### config.mk
export PLATFORM = sky130hd
export DESIGN_NAME = txgain_comp
export DESIGN_NICKNAME = d
export VERILOG_FILES = /design/src/rtl/txgain_comp.sv
export SDC_FILE = /design/constraint.sdc
export NUM_CORES = 1
export LEC_CHECK = 0
export BUFFER_PORTS_ARGS = -buffer_cell sky130_fd_sc_hd__buf_2
export CORE_MARGIN = 3
export CORE_UTILIZATION = 60
export CTS_CLUSTER_DIAMETER = 120
export CTS_CLUSTER_SIZE = 25
export DETAILED_ROUTE_END_ITERATION = 6
export HOLD_SLACK_MARGIN = 0.12
export PLACE_DENSITY_LB_ADDON = 0.15
export SLEW_MARGIN = 25
export SYNTH_ARGS = -nofsm -noshare
export SYNTH_HDL_FRONTEND = slang
export SYNTH_SLANG_ARGS = --single-unit
### constraint.sdc
create_clock -name clk -period 13.83 [get_ports clk]
set_input_delay 0.6915 -clock clk [delete_from_list [all_inputs] [get_ports clk]]
set_output_delay 0.6915 -clock clk [all_outputs]
set_load 0.005 [all_outputs]
### src/rtl/txgain_comp.sv
module txgain_comp #(
  parameter int PW      = 8,
  parameter int TW      = 10,
  parameter int VW      = 8,
  parameter int IDX_MAX = 107
) (
  input  logic                 clk,
  input  logic                 rst_n,
  input  logic                 in_valid,
  input  logic signed [PW-1:0] want_pwr,
  input  logic signed [PW-1:0] reg_lim,
  input  logic signed [PW-1:0] sat_lim,
  input  logic [2:0]           rate_sel,
  input  logic                 mimo,
  input  logic [7:0]           chan,
  input  logic signed [PW-1:0] fac_idx,
  input  logic signed [PW-1:0] fac_pwr,
  input  logic signed [TW-1:0] fac_temp,
  input  logic signed [TW-1:0] cur_temp,
  input  logic [VW-1:0]        fac_volt,
  input  logic [VW-1:0]        cur_volt,
  input  logic [5*PW-1:0]      att_tab,
  input  logic [1:0]           hw_rev,
  output logic                 out_valid,
  output logic signed [PW-1:0] out_idx,
  output logic signed [PW-1:0] out_pwr
);
  localparam int IW = 16;

  logic signed [IW-1:0] reg_ok, sat_ok, reg_eff, sat_eff, bo, tgt;
  logic signed [IW-1:0] dt2, th, vdiff, vr, att, cck, base, adj;
  logic [2:0] grp;
  logic band24;

  assign band24 = (chan <= 8'd20);

  always_comb begin
    reg_ok = (reg_lim < 0 || reg_lim > 34) ? IW'(34) : IW'(reg_lim);
    sat_ok = (sat_lim < 20 || sat_lim > 50) ? IW'(38) : IW'(sat_lim);
    case (rate_sel)
      3'd2:    bo = IW'(15);
      3'd3:    bo = IW'(17);
      3'd4:    bo = IW'(20);
      default: bo = IW'(10);
    endcase
    reg_eff = reg_ok - (mimo ? IW'(6) : IW'(0));
    sat_eff = sat_ok - bo;
    tgt = (IW'(want_pwr) < reg_eff) ? IW'(want_pwr) : reg_eff;
    tgt = (tgt < sat_eff) ? tgt : sat_eff;
  end

  always_comb begin
    dt2 = (IW'(cur_temp) - IW'(fac_temp)) <<< 1;
    if (band24)               th = dt2 / IW'(7);
    else if (chan <= 8'd43)   th = dt2 / IW'(9);
    else                      th = dt2 / IW'(8);
  end

  always_comb begin
    vdiff = '0;
    vr    = '0;
    if (cur_volt < fac_volt) begin
      vdiff = IW'(fac_volt) - IW'(cur_volt);
      vr    = vdiff / IW'(7);
    end else if (cur_volt > fac_volt) begin
      vdiff = IW'(cur_volt) - IW'(fac_volt);
      vr    = -((vdiff + vdiff) / IW'(7));
    end
    if (vr > IW'(2) || vr < -IW'(2)) vr = '0;
  end

  always_comb begin
    if (band24)              grp = 3'd4;
    else if (chan <= 8'd43)  grp = 3'd0;
    else if (chan <= 8'd70)  grp = 3'd1;
    else if (chan <= 8'd124) grp = 3'd2;
    else                     grp = 3'd3;
    att = mimo ? IW'($signed(att_tab[grp*PW +: PW])) : '0;
    if (rate_sel == 3'd0 && hw_rev == 2'd1)      cck = IW'(9);
    else if (rate_sel == 3'd0 && hw_rev == 2'd2) cck = IW'(5);
    else                                         cck = '0;
  end

  assign base = IW'(fac_idx) + IW'(fac_pwr) - tgt;
  assign adj  = vr + att + cck - th;

  logic                 s1_valid, s1_b24, out_b24;
  logic signed [IW-1:0] s1_base, s1_adj, s1_tgt, tot, lo, clamped;

  always_ff @(posedge clk) begin
    if (!rst_n) begin
      s1_valid <= 1'b0;
      s1_b24   <= 1'b0;
      s1_base  <= '0;
      s1_adj   <= '0;
      s1_tgt   <= '0;
    end else begin
      s1_valid <= in_valid;
      if (in_valid) begin
        s1_b24  <= band24;
        s1_base <= base;
        s1_adj  <= adj;
        s1_tgt  <= tgt;
      end
    end
  end

  assign tot     = s1_base + s1_adj;
  assign lo      = s1_b24 ? IW'(0) : IW'(-9);
  assign clamped = (tot < lo) ? lo : (tot > IW'(IDX_MAX)) ? IW'(IDX_MAX) : tot;

  always_ff @(posedge clk) begin
    if (!rst_n) begin
      out_valid <= 1'b0;
      out_b24   <= 1'b0;
      out_idx   <= '0;
      out_pwr   <= '0;
    end else begin
      out_valid <= s1_valid;
      if (s1_valid) begin
        out_b24 <= s1_b24;
        out_idx <= PW'(clamped);
        out_pwr <= PW'(s1_tgt);
      end
    end
  end

  a_r10_latency: assert property (@(posedge clk) disable iff (!rst_n)
    in_valid |=> ##1 out_valid);
  a_r10_idle: assert property (@(posedge clk) disable iff (!rst_n)
    !in_valid |=> ##1 !out_valid);
  a_r9_idx_range: assert property (@(posedge clk) disable iff (!rst_n)
    out_valid |-> (out_idx <= IDX_MAX && out_idx >= (out_b24 ? 0 : -9)));
  a_r1_reg_cap: assert property (@(posedge clk) disable iff (!rst_n)
    out_valid |-> out_pwr <= 34);
  a_r2_sat_cap: assert property (@(posedge clk) disable iff (!rst_n)
    out_valid |-> out_pwr <= 40);
endmodule

== After elaboration in Yosys (flattened, before gate mapping) ==
Cells that the tools add are included.

* $lt $le $gt $ge: 16
* Reductions and logical operators: 7
* Shift operators: 1
* Multiplexer cells: 21
* Eq/ne operators: 5
* Divide/modulo/power cells: 4
* Add/sub/neg operators: 14
* Bitwise logic cells: 1

{| class="wikitable"
|+ Operators by type and width
! kind !! count
|-
| 16-bit 2-to-1 mux || 11
|-
| 16-bit adder || 3
|-
| 16-bit by 4-bit divider with 16-bit output, second input constant || 3
|-
| 40-bit by 7-bit variable part select with 8-bit output || 1
|-
| 16-bit less-than comparator || 2
|-
| 16-bit subtractor || 2
|-
| 8-bit by 8-bit subtractor with 9-bit output || 2
|-
| 16-bit by 1-bit adder with 16-bit output || 1
|-
| 16-bit by 5-bit divider with 16-bit output, second input constant || 1
|-
| 16-bit by 3-bit greater-than comparator with 1-bit output, second input constant || 1
|-
| 16-bit by 8-bit greater-than comparator with 1-bit output, second input constant || 1
|-
| 8-bit by 7-bit greater-than comparator with 1-bit output, second input constant || 2
|-
| 8-bit by 7-bit less-or-equal comparator with 1-bit output, second input constant || 2
|-
| 16-bit by 2-bit less-than comparator with 1-bit output, second input constant || 1
|-
| 8-bit by 16-bit less-than comparator with 1-bit output || 1
|-
| 8-bit 2-to-1 mux || 2
|-
| 16-bit negation || 1
|-
| 16-bit by 4-bit subtractor with 16-bit output || 1
|-
| 9-bit by 16-bit subtractor with 16-bit output || 1
|-
| 5-bit one-hot mux with 3 select lines || 1
|-
| 10-bit by 10-bit subtractor with 11-bit output || 1
|-
| 9-bit by 9-bit adder with 10-bit output || 1
|-
| 8-bit by 8-bit adder with 9-bit output || 1
|-
| 3-bit 2-to-1 mux || 3
|-
| other kinds (18) || 23
|}

* Word-level logic and storage cells: 77
* Bits of input ports: 133
* Output and inout bits: 17
* Bits in registers: 59

== Logic depth before layout (Yosys ltp) ==
* Depth in word-level cells: 12
* Gate-level depth with buffers: 58
* Gate-level depth less buffers: 55

== Worst setup path before layout ==
No wires, ideal clock.

* Kind: input port to flip-flop
* From: in cur_temp[0]
* To: reg s1_adj[15]
* Cell stages on the path: 51
* Library setup time: 66 ps
* Path slack: 2991 ps
* Arrival: 10773 ps
* Path buffers: 0
* Cells stage by stage: inv_1 -> ha_1 -> inv_1 -> fa_1 -> a211oi_1 -> o21ai_1 -> a221o_1 -> o31a_4 -> xnor2_4 -> o31ai_1 -> a22oi_2 -> o21ai_0 -> o311ai_0 -> o311a_1 -> a211o_1 -> nand3_1 -> o21ai_0 -> a21oi_1 -> (+15 left out) -> a21oi_1 -> nor2_1 -> nor2_1 -> o21bai_1 -> a21oi_1 -> o21bai_1 -> a21oi_1 -> o21bai_1 -> a21oi_1 -> o21bai_1 -> a21oi_1 -> o21bai_1 -> a21oi_1 -> xnor2_1 -> and3_1 -> or3_1 -> a21o_1 -> a21boi_2

* Word-level cells in the longest chain between the ends: 7
* Elaborated cells between the ends (all ways): 9
* Classes of those cells: 3 x add/sub; 2 x div; 2 x mux; 1 x bitwise; 1 x reduce/logical

{| class="wikitable"
|+ RTL lines
! item !! line !! RTL
|-
| start: declaration || 19 || <nowiki>input logic signed [TW-1:0] cur_temp,</nowiki>
|-
| 10-bit by 10-bit subtractor with 11-bit output * || 53 || <nowiki>dt2 = (IW'(cur_temp) - IW'(fac_temp)) <<< 1;</nowiki>
|-
| branches (longest 4 deep; another with 16-bit by 5-bit divider with 16-bit output) || -- ||
|-
| 16-bit 2-to-1 mux * || 54 || <nowiki>if (band24) th = dt2 / IW'(7);</nowiki>
|-
| 16-bit subtractor * || 85 || <nowiki>assign adj = vr + att + cck - th;</nowiki>
|-
| end signal: assignment || 102 || <nowiki>s1_adj <= adj;</nowiki>
|-
| end: declaration || 88 || <nowiki>logic signed [IW-1:0] s1_base, s1_adj, s1_tgt, tot, lo, clamped;</nowiki>
|}

Mark *: on every way between the ends.
A chain may end at the register's enable or synchronous reset.

== Worst setup path after layout ==
Ends and elaborated chain as after synthesis.

==> results.py <==
metrics = {
    "floorplan": {
        "placement_rows": 56,
        "starting_utilization_of_the_core_area_pct": 61.4,
        "fp.dieArea_um2": 26100,
        "num_io_pins": 150,
        "die_w_um": 161,
        "fp.dieH_um": 161,
        "standard_cell_core_area_um2": 23600,
    },
    "timing": {
        "skew_ns": 0.00743,
        "fmax_mhz": 79.7,
        "finalWorstSetupSlack_ns": 1.29,
        "finalHoldViolations": 0,
        "final.setup.tns_ns": 0,
        "timing.final.crit_period_ns": 12.54,
        "drv_slew": 0,
        "finalCritPeriodShare_pct": 90.7,
        "finalSetupViolations": 0,
        "worstMarginPinSlew_ns": 1.05,
        "unrepaired_setup_endpoints_after_global_routing": "false",
        "slew-limit-headroom_pct": 29.6,
    },
    "layout": {
        "antenna-diode-count": 0,
        "post_layout_nonfiller_instances": 2349,
        "final_net_count": 2347,
        "areaGrowthSynthToFinish_pct": 8.00,
        "post_route_cells_drive_above_1_share_pct": 13.1,
    },
    "clock_network": {
        "cts_sinks": 59,
        "postCtsResizedCells": 0,
        "postCtsSetupBuffers": 0,
        "numCtsBuffers": 9,
        "max-clock-path-buffers": 2,
        "htree_num_levels": 3,
        "clkTransAtPathRegs_ns": 0.05,
        "insertion_delay_to_the_later_sink_of_the_worst_skew_pair_ns": 0.33,
        "ctsHoldBuffers": 0,
        "cts_tree": "built",
        "root_buffer_cell": "sky130_fd_sc_hd__clkbuf_16",
    },
    "route": {
        "drt_wl_total_um": 40300,
        "drt_drc_violations_left": 0,
        "drtIter0Drc": 1232,
        "drt_first_pass_iters": 5,
        "dr_total_vias": 14700,
        "wire_per_inst_um": 17.2,
        "viasPerCell": 6.28,
        "postRouteAntennaNets": 0,
    },
    "placement": {
        "post-place-cells": 2334,
        "dp_hpwl_um": 32300,
        "detailedPlace.worstSlack_ns": 1.09,
        "numPortBuffers": 149,
        "weighted_congestion_reported_at_the_end_of_routability_driven_placement": 0.946,
    },
    "logic_synthesis": {
        "syn_inst": 1937,
        "synth_top_flop_cell": "sky130_fd_sc_hd__dfxtp_1",
        "synth_enable_flop_cells": 0,
        "netlist-cell-type-count": 119,
        "syn-mean-instance-area_um2": 7.48,
        "ys_warn_count": 0,
        "synth_async_sr_flop_share_pct": 0,
        "seq_area_frac_synth_pct": 8.15,
        "ys_ff_latch": 59,
        "syn_area_um2": 14500,
    },
    "flow_run": {
        "max_cap_viol_count": 0,
    },
    "global_routing": {
        "grt_antenna_before_repair": 0,
        "grt_pass1_wl_um": 66200,
        "gr-usage-all-layers_pct": 29.6,
        "vias_in_the_first_global_route": 13700,
        "globalRouteOverflowTotal": 0,
        "grt_start_max_net_pins": 60,
    },
    "power": {
        "cellPowerDensity_nw_per_um2": 188,
        "sequential_share_of_power_pct": 8.2,
        "worst_ir_drop_vdd_mv": 0.151,
        "comb_power_share_pct": 85.1,
        "p_leak_nw": 6.79,
        "power.clock.fraction_pct": 6.7,
        "power_switching_mw": 1.61,
        "internal_power_mw": 1.33,
        "power_switching_share_pct": 54.7,
    },
    "worst_setup_path": {
        "cpLargestDelayFamily": "compound AO/OA/AOI/OAI gates",
        "setup.worst_path.class": "input pin to flop",
        "worst_setup_path_start_kind": "input pin",
        "critPathMaxFanout": 11,
        "cp_num_buf_inv": 3,
        "critical-path-slowest-cell": "sky130_fd_sc_hd__o31ai_1",
        "critPathRequiredTime_ns": 14.09,
        "critical_path_arrival_ns": 12.80,
        "worst_setup_path_end_kind": "flop",
        "worst_path_most_repeated_cell": "sky130_fd_sc_hd__a21oi_1",
        "critical_path.max_stage_delay_ns": 0.56,
    },
    "worst_hold_path": {
        "class_of_the_tightest_hold_or_removal_check": "flop to flop",
    },
    "run_status": {
        "outcome": "finished, final reports clean",
    },
}
==> cells in the final DEF (no fill, tap or decap), types with 16 or more instances in the layout <==
cell type	Yosys	routed
sky130_fd_sc_hd__a21o_1	31	31
sky130_fd_sc_hd__a211oi_1	31	31
sky130_fd_sc_hd__nand2b_1	28	28
sky130_fd_sc_hd__a211o_1	17	17
sky130_fd_sc_hd__inv_1	147	147
sky130_fd_sc_hd__buf_2	21	149
sky130_fd_sc_hd__nand4_1	25	25
sky130_fd_sc_hd__o31ai_1	16	16
sky130_fd_sc_hd__xnor2_1	104	103
sky130_fd_sc_hd__ha_1	149	149
sky130_fd_sc_hd__o21a_1	27	27
sky130_fd_sc_hd__xor2_1	28	27
sky130_fd_sc_hd__o21bai_1	32	32
sky130_fd_sc_hd__mux2i_1	53	53
sky130_fd_sc_hd__or3_1	17	17
sky130_fd_sc_hd__o21ai_1	17	17
sky130_fd_sc_hd__o211ai_1	22	22
sky130_fd_sc_hd__a21oi_1	149	148
sky130_fd_sc_hd__nor3_1	56	56
sky130_fd_sc_hd__nor2b_1	54	54
sky130_fd_sc_hd__fa_1	39	39
sky130_fd_sc_hd__nand3_1	50	50
sky130_fd_sc_hd__nor2_1	140	140
sky130_fd_sc_hd__o21ai_0	92	92
sky130_fd_sc_hd__nand2_1	107	107
sky130_fd_sc_hd__and3_1	18	18
sky130_fd_sc_hd__a31oi_1	29	29
sky130_fd_sc_hd__and2_1	35	35
sky130_fd_sc_hd__dfxtp_1	59	59
==> worst register-to-register path, cell delays in order (launching register included) <==
cell and delay [ns]:
sky130_fd_sc_hd__dfxtp_1 0.40, sky130_fd_sc_hd__ha_1 0.26, sky130_fd_sc_hd__a21o_1 0.15, sky130_fd_sc_hd__a21oi_1 0.22
sky130_fd_sc_hd__o21bai_1 0.10, sky130_fd_sc_hd__a21oi_1 0.22, sky130_fd_sc_hd__o21bai_1 0.09, sky130_fd_sc_hd__a21oi_1 0.21
sky130_fd_sc_hd__o21bai_1 0.08, sky130_fd_sc_hd__a21oi_1 0.24, sky130_fd_sc_hd__o21bai_1 0.09, sky130_fd_sc_hd__a21oi_1 0.22
sky130_fd_sc_hd__nor2b_1 0.08, sky130_fd_sc_hd__o21a_1 0.20, sky130_fd_sc_hd__o21ai_0 0.15, sky130_fd_sc_hd__nand2b_1 0.07
sky130_fd_sc_hd__a21oi_1 0.17, sky130_fd_sc_hd__xnor2_1 0.12, sky130_fd_sc_hd__ha_1 0.33, sky130_fd_sc_hd__nand4_1 0.09
sky130_fd_sc_hd__or3_1 0.34, sky130_fd_sc_hd__a41oi_1 0.36, sky130_fd_sc_hd__and2_1 0.31, sky130_fd_sc_hd__a21boi_0 0.24
sky130_fd_sc_hd__o21a_1 0.15
==> routing by layer <==
metal  up-vias  GRT usage (%)  share of wire, %
li1       7321              -                 -
met1      6870           40.8                45
met2       496           50.2                48
met3        62           2.49               5.2
met4         0           7.39               1.9
met5         -              0                 0
==> cell families after synthesis <==
| logic type | Yosys count | synth area share (%) |
|---|---|---|
| multiplexers | 67 | 4.78 |
| adder cells (fa/ha/maj) | 193 | 18.6 |
| flip-flops | 59 | 8.15 |
| AND/OR/NAND/NOR | 601 | 21.4 |
| buffers and inverters | 237 | 6.50 |
| other | 1 | 0.0259 |
| XOR/XNOR | 136 | 8.58 |
| AO/OA/AOI/OAI | 643 | 31.9 |
==> final timing paths <==
check | start | endpoint | slack (ns) | depth (start not counted)
worst max register to register | s1_base[1] | out_idx[0] | 8.89 | 24
worst min register to register | s1_adj[15] | s1_adj[15] | 0.48 | 2
worst max-delay path | cur_temp[0] | s1_adj[15] | 1.29 | 54
worst min-delay path | s1_adj[15] | s1_adj[15] | 0.48 | 2
==> state kept, by name, indices dropped and copies added, names as in the netlist <==
name	flops
s1_adj	16
out_valid	1
out_idx	8
s1_base	16
s1_tgt	8
out_pwr	8
s1_valid	1
s1_b24	1
==> through the flow <==
stage / utilization [%] / area, µm² / hold WS, ns / total power, mW
2_1_floorplan: - / 14500 / 0.458 / 2.19
3_3_place_gp: 65.1 / 15400 / 0.468 / 2.64
3_5_place_dp: 65.1 / 15400 / 0.478 / 2.69
4_1_cts: 66.2 / 15600 / 0.485 / 2.91
5_1_grt: 66.3 / 15700 / 0.510 / 3.24
6_report: 66.3 / 15700 / 0.481 / 2.95
==> power by group through the flow <==
stage                     clock, mW  sequential (mW)  combinational [mW]
final                         0.196            0.242                2.51
after global routing          0.205            0.246                2.79
after CTS                     0.198            0.242                2.47
after detailed placement          0            0.244                2.44
after global placement            0            0.243                2.40
after floorplan                   0            0.236                1.95
==> final cells by class <==
cell class,count,area (µm²)
multi-input combinational,1642,12400
fill,2114,7960
sequential,59,1180
timing repair buffer,163,851
inverter,151,567
tap,319,399
clock buffer,12,246
clock inverter,3,15.0
==> synth_stat cells, types with 14 or more instances <==
cell type | instances | area (µm²)
sky130_fd_sc_hd__a21oi_1 | 149 | 746
sky130_fd_sc_hd__ha_1 | 149 | 1860
sky130_fd_sc_hd__inv_1 | 147 | 552
sky130_fd_sc_hd__nor2_1 | 140 | 526
sky130_fd_sc_hd__nand2_1 | 107 | 402
sky130_fd_sc_hd__xnor2_1 | 104 | 911
sky130_fd_sc_hd__o21ai_0 | 92 | 460
sky130_fd_sc_hd__dfxtp_1 | 59 | 1180
sky130_fd_sc_hd__clkbuf_1 | 56 | 210
sky130_fd_sc_hd__nor3_1 | 56 | 280
sky130_fd_sc_hd__nor2b_1 | 54 | 338
sky130_fd_sc_hd__mux2i_1 | 53 | 531
sky130_fd_sc_hd__nand3_1 | 50 | 250
sky130_fd_sc_hd__fa_1 | 39 | 781
sky130_fd_sc_hd__and2_1 | 35 | 219
sky130_fd_sc_hd__o21bai_1 | 32 | 240
sky130_fd_sc_hd__a211oi_1 | 31 | 233
sky130_fd_sc_hd__a21o_1 | 31 | 233
sky130_fd_sc_hd__a31oi_1 | 29 | 181
sky130_fd_sc_hd__nand2b_1 | 28 | 175
sky130_fd_sc_hd__xor2_1 | 28 | 245
sky130_fd_sc_hd__o21a_1 | 27 | 203
sky130_fd_sc_hd__nand4_1 | 25 | 156
sky130_fd_sc_hd__o211ai_1 | 22 | 165
sky130_fd_sc_hd__buf_2 | 21 | 105
sky130_fd_sc_hd__and3_1 | 18 | 113
sky130_fd_sc_hd__a211o_1 | 17 | 149
sky130_fd_sc_hd__o21ai_1 | 17 | 85.1
sky130_fd_sc_hd__or3_1 | 17 | 106
sky130_fd_sc_hd__o31ai_1 | 16 | 120
sky130_fd_sc_hd__or2_2 | 15 | 93.8
sky130_fd_sc_hd__a21boi_0 | 14 | 105
No activity file was read; power rests on OpenSTA's default activity.
